<file path="src/rtl/text_scan_timer.sv">
`timescale 1ns/1ps
module text_scan_timer #(
  parameter int COL_BITS    = 5,
  parameter int ROW_BITS    = 3,
  parameter int LINE_BITS   = 4,
  parameter int PRESCALE    = 4,
  parameter int BLANK_COLS  = 2,
  parameter int BLANK_LINES = 1,
  localparam int AW = COL_BITS + LINE_BITS
) (
  input  logic                clk,
  input  logic                rst_n,
  input  logic                tick_1m,
  input  logic                dual_rst,
  output logic [AW-1:0]       scan_addr,
  output logic [ROW_BITS-1:0] dot_row,
  output logic                cell_load,
  output logic                h_restart,
  output logic                v_restart,
  output logic                first_line,
  output logic                blank
);
  localparam int CW = COL_BITS + ROW_BITS + LINE_BITS;
  localparam int PW = (PRESCALE > 2) ? $clog2(PRESCALE) : 1;
  localparam logic [PW-1:0] PRE_LAST = PW'(PRESCALE - 1);
  localparam int NCOLS  = 1 << COL_BITS;
  localparam int NLINES = 1 << LINE_BITS;

  logic [PW-1:0] pre;
  logic [CW-1:0] cnt;
  logic          ext_vr;

  wire [COL_BITS-1:0]  col  = cnt[COL_BITS-1:0];
  wire [LINE_BITS-1:0] line = cnt[CW-1 -: LINE_BITS];

  assign cell_load = tick_1m && (pre == PRE_LAST) && !dual_rst;

  always_ff @(posedge clk) begin
    if (!rst_n) begin
      pre    <= '0;
      cnt    <= '0;
      ext_vr <= 1'b0;
    end else if (dual_rst) begin
      pre    <= '0;
      cnt    <= '0;
      ext_vr <= 1'b1;
    end else if (tick_1m) begin
      if (pre == PRE_LAST) begin
        pre    <= '0;
        cnt    <= cnt + 1'b1;
        ext_vr <= 1'b0;
      end else begin
        pre <= pre + 1'b1;
      end
    end
  end

  assign scan_addr  = {line, col};
  assign dot_row    = cnt[COL_BITS +: ROW_BITS];
  assign h_restart  = &col;
  assign v_restart  = (&cnt) | ext_vr;
  assign first_line = |line;
  assign blank      = (int'(col) >= NCOLS - BLANK_COLS) ||
                      (int'(line) >= NLINES - BLANK_LINES);
endmodule


</file>
<file path="config.mk">
export PLATFORM = sky130hd
export DESIGN_NAME = text_scan_timer
export DESIGN_NICKNAME = d
export VERILOG_FILES = /design/src/rtl/text_scan_timer.sv
export SDC_FILE = /design/constraint.sdc
export NUM_CORES = 1
export LEC_CHECK = 0
export ABC_CLOCK_PERIOD_IN_PS = 1800
export CAP_MARGIN = 10
export CORE_MARGIN = 8
export CORE_UTILIZATION = 46
export CTS_CLUSTER_DIAMETER = 50
export DETAILED_ROUTE_END_ITERATION = 6
export GPL_ROUTABILITY_DRIVEN = 0
export PLACE_DENSITY = 0.77
export SLEW_MARGIN = 10
export SYNTH_ARGS = -nofsm -noshare
export SYNTH_HDL_FRONTEND = slang
export SYNTH_SLANG_ARGS = --single-unit
</file>
<file path="constraint.sdc">
create_clock -name clk -period 1.8 [get_ports clk]
set_input_delay 0.27 -clock clk [delete_from_list [all_inputs] [get_ports clk]]
set_output_delay 0.27 -clock clk [all_outputs]
set_load 0.05 [all_outputs]
</file>
==> metrics.cfg <==
[run_status]
status=finished clean

[cells_and_area]
n_antenna_cell=0
fin_area_um2=1079
syn_to_final_growth_pct=39.93
final_cell_mix=buf_4 (18), dfxtp_1 (12), a21oi_1 (9)
drive_gt1_share_pct=34.82
final_cells=128
layout_commonest_cell=buf_4
finalNetCount=121
fill_cells=137
utilization_pct=69.97

[floorplanning]
fp.dieW_um=56.94
core_region_area_um2=1541
start_util_pct=50.00
boundaryPins=21
dieArea_um2=3242
die_h_um=56.94
num_rows=14

[setup_path]
crit_type=flop to output port
worstPathMaxFanout=7
critical_path_required_ns=1.53
cp-start-kind=flop
worstReg2RegStart=pre[0]
cp.arrival_ns=1.46
r2r_setup_slack_ns=0.30
worst_setup_path_end_kind=output port
r2r_cells=4
worstSetupStartpoint=cnt[9]
r2r-end=cnt[11]

[logic_synthesis]
synth-seq-cells=15
synth_nets=94
async_flop_share_pct=0
syn-cell-area_um2=770.7
synth-edff-count=0
yosys-top-cells-area=dfxtp_1 (39%), ha_1 (6.5%), a21oi_1 (5.8%), o31ai_1 (4.9%), or4_1 (4.9%)
ys.flop_type=dfxtp_1
synth_area_leader_cell=dfxtp_1
avgSynthCellArea_um2=8.962
synthDistinctLibCells=27
synth_warnings=0
yosysSeqAreaShare_pct=38.96
synth_top_area_share_pct=38.96
syn-instance-count=86

[routing]
drt_iter0_drc=12
drtPass1Iterations=4
vias=764
remaining_drc_errors=0
via_per_inst=5.969
routed_wl_um=1957
drtAntennaViolNets=0
wl_per_cell_um=15.29

[grt]
gr-total-overflow=0
grt_pass1_vias=829
grt_max_degree=10
grt_pass1_wl_um=3284
antenna_found_initial=0
grtUsageTotal_pct=12.40

[timing]
rsz0062_at_grt=false
maxSlewViolCount=0
fin_crit_sh_pct=95.85
finalClockSkew_ns=0.007970
tightest_slew_ns=0.3958
hold_viol_final=0
final.min_clock_period_ns=1.725
fmax_ghz=0.5796
maxSlewHeadroom_pct=73.62
setup_viol=0

[pwr]
switching_power_uw=131.8
power.density_nw_per_um2=532.4
internal_power_uw=442.4
irDropWorstVdd_v=0.0004451
p_seq_share_pct=58.6
clkPwrFrac_pct=33.6
leakagePower_uw=0.0004110
finalPower_uw=574.2
switching_share_pct=22.96
comb_power_share_pct=7.8

[cts]
clkLatencyLatePin_ns=0.29
cts_buffer_depth=2
clkTransAtPathRegs_ns=0.09
tritoncts=built
cts-root-buf=clkbuf_4
cts_buffers=3
cts_htree_levels=1
cts.sinks=15

[hold_path]
worstHoldPathCells=2
hold_end=ext_vr
min_path_type=flop to flop
min_from=ext_vr

[placed_design]
hpwl_um=1498
place_inst=123
io_buffers=20
placed_area_um2=1022

[run]
maxCapViolations=0

-- cells by family after synthesis --
| group | share of synthesized area, % |
|---|---|
| simple gates | 28.74 |
| mux | 2.760 |
| buf+inv | 5.356 |
| xor+xnor | 3.410 |
| compound gates | 14.29 |
| flops | 38.96 |
| fa+ha+maj | 6.494 |
-- routing by layer --
metal	global-route usage, %	vias to the layer above	part of all wire (%)	wire, µm
met3	5.752	9	6.5	127
li1	-	371	-	-
met5	0	-	0	0
met2	21.09	19	50	977
met4	9.060	0	2.9	56
met1	11.35	365	41	796
-- worst max path at each step --
stage	endpoint	depth (start not counted)	slack (ns)
2_1_floorplan	v_restart	2	-0.07
5_1_grt	cell_load	4	0.02
3_5_place_dp	cnt[11]	4	0.01
3_3_place_gp	cnt[11]	4	0.07
4_1_cts	v_restart	3	0.03
6_report	v_restart	3	0.07
-- flip-flops by register name (all words and copies together) (netlist names) --
register	cells
cnt	12
pre	2
ext_vr	1
-- through the flow --
| step | worst slack (ns) | hold slack, ns | setup TNS (ns) |
|---|---|---|---|
| after floorplan | -0.06888 | 0.3982 | -0.06888 |
| after global placement | 0.06889 | 0.4826 | 0 |
| after detailed placement | 0.01437 | 0.5048 | 0 |
| after CTS | 0.03022 | 0.5210 | 0 |
| after global routing | 0.02188 | 0.5533 | 0 |
| final | 0.07478 | 0.5175 | 0 |
-- worst max-delay path: stages, from the launching register on --
cell and delay (ns):
dfxtp_1 0.46, nand4_1 0.21, o31ai_4 0.33, buf_12 0.17
-- layout make-up --
| class | instances | area [µm²] | share of cell area (%) |
|---|---|---|---|
| Sequential cell | 15 | 304.0 | 28.19 |
| Tap cell | 16 | 20.02 | 1.856 |
| Clock buffer | 4 | 26.28 | 2.436 |
| Timing Repair Buffer | 25 | 245.2 | 22.74 |
| Multi-Input combinational cell | 64 | 467.9 | 43.39 |
| Inverter | 4 | 15.01 | 1.392 |
-- synth_stat cells, drive strengths merged (2+ instances only) --
library cell   n
o21ai          4
o31ai          5
buf            2
dfxtp         15
ha             4
or4            5
nand2          4
or3            3
xnor2          3
nand3          5
a21oi          9
inv            4
nand4          5
nor2           8
-- power groups by stage --
stage	clock, µW	combinational, µW	sequential [µW]
detailed placement	0	44.4	344
global route	211	47.9	337
floorplan	0	27.2	344
global placement	0	42.5	344
finish	193	44.5	337
CTS	197	44.7	337
-- timing repair --
action                                  in CTS  in global routing
resized for setup                            4                  2
pin swaps                                    0                  2
hold buffers                                 0                  0
buffers inserted                             0                  1
endpoints found under the setup margin       2                  2
Power figures use the tool's default switching activity.
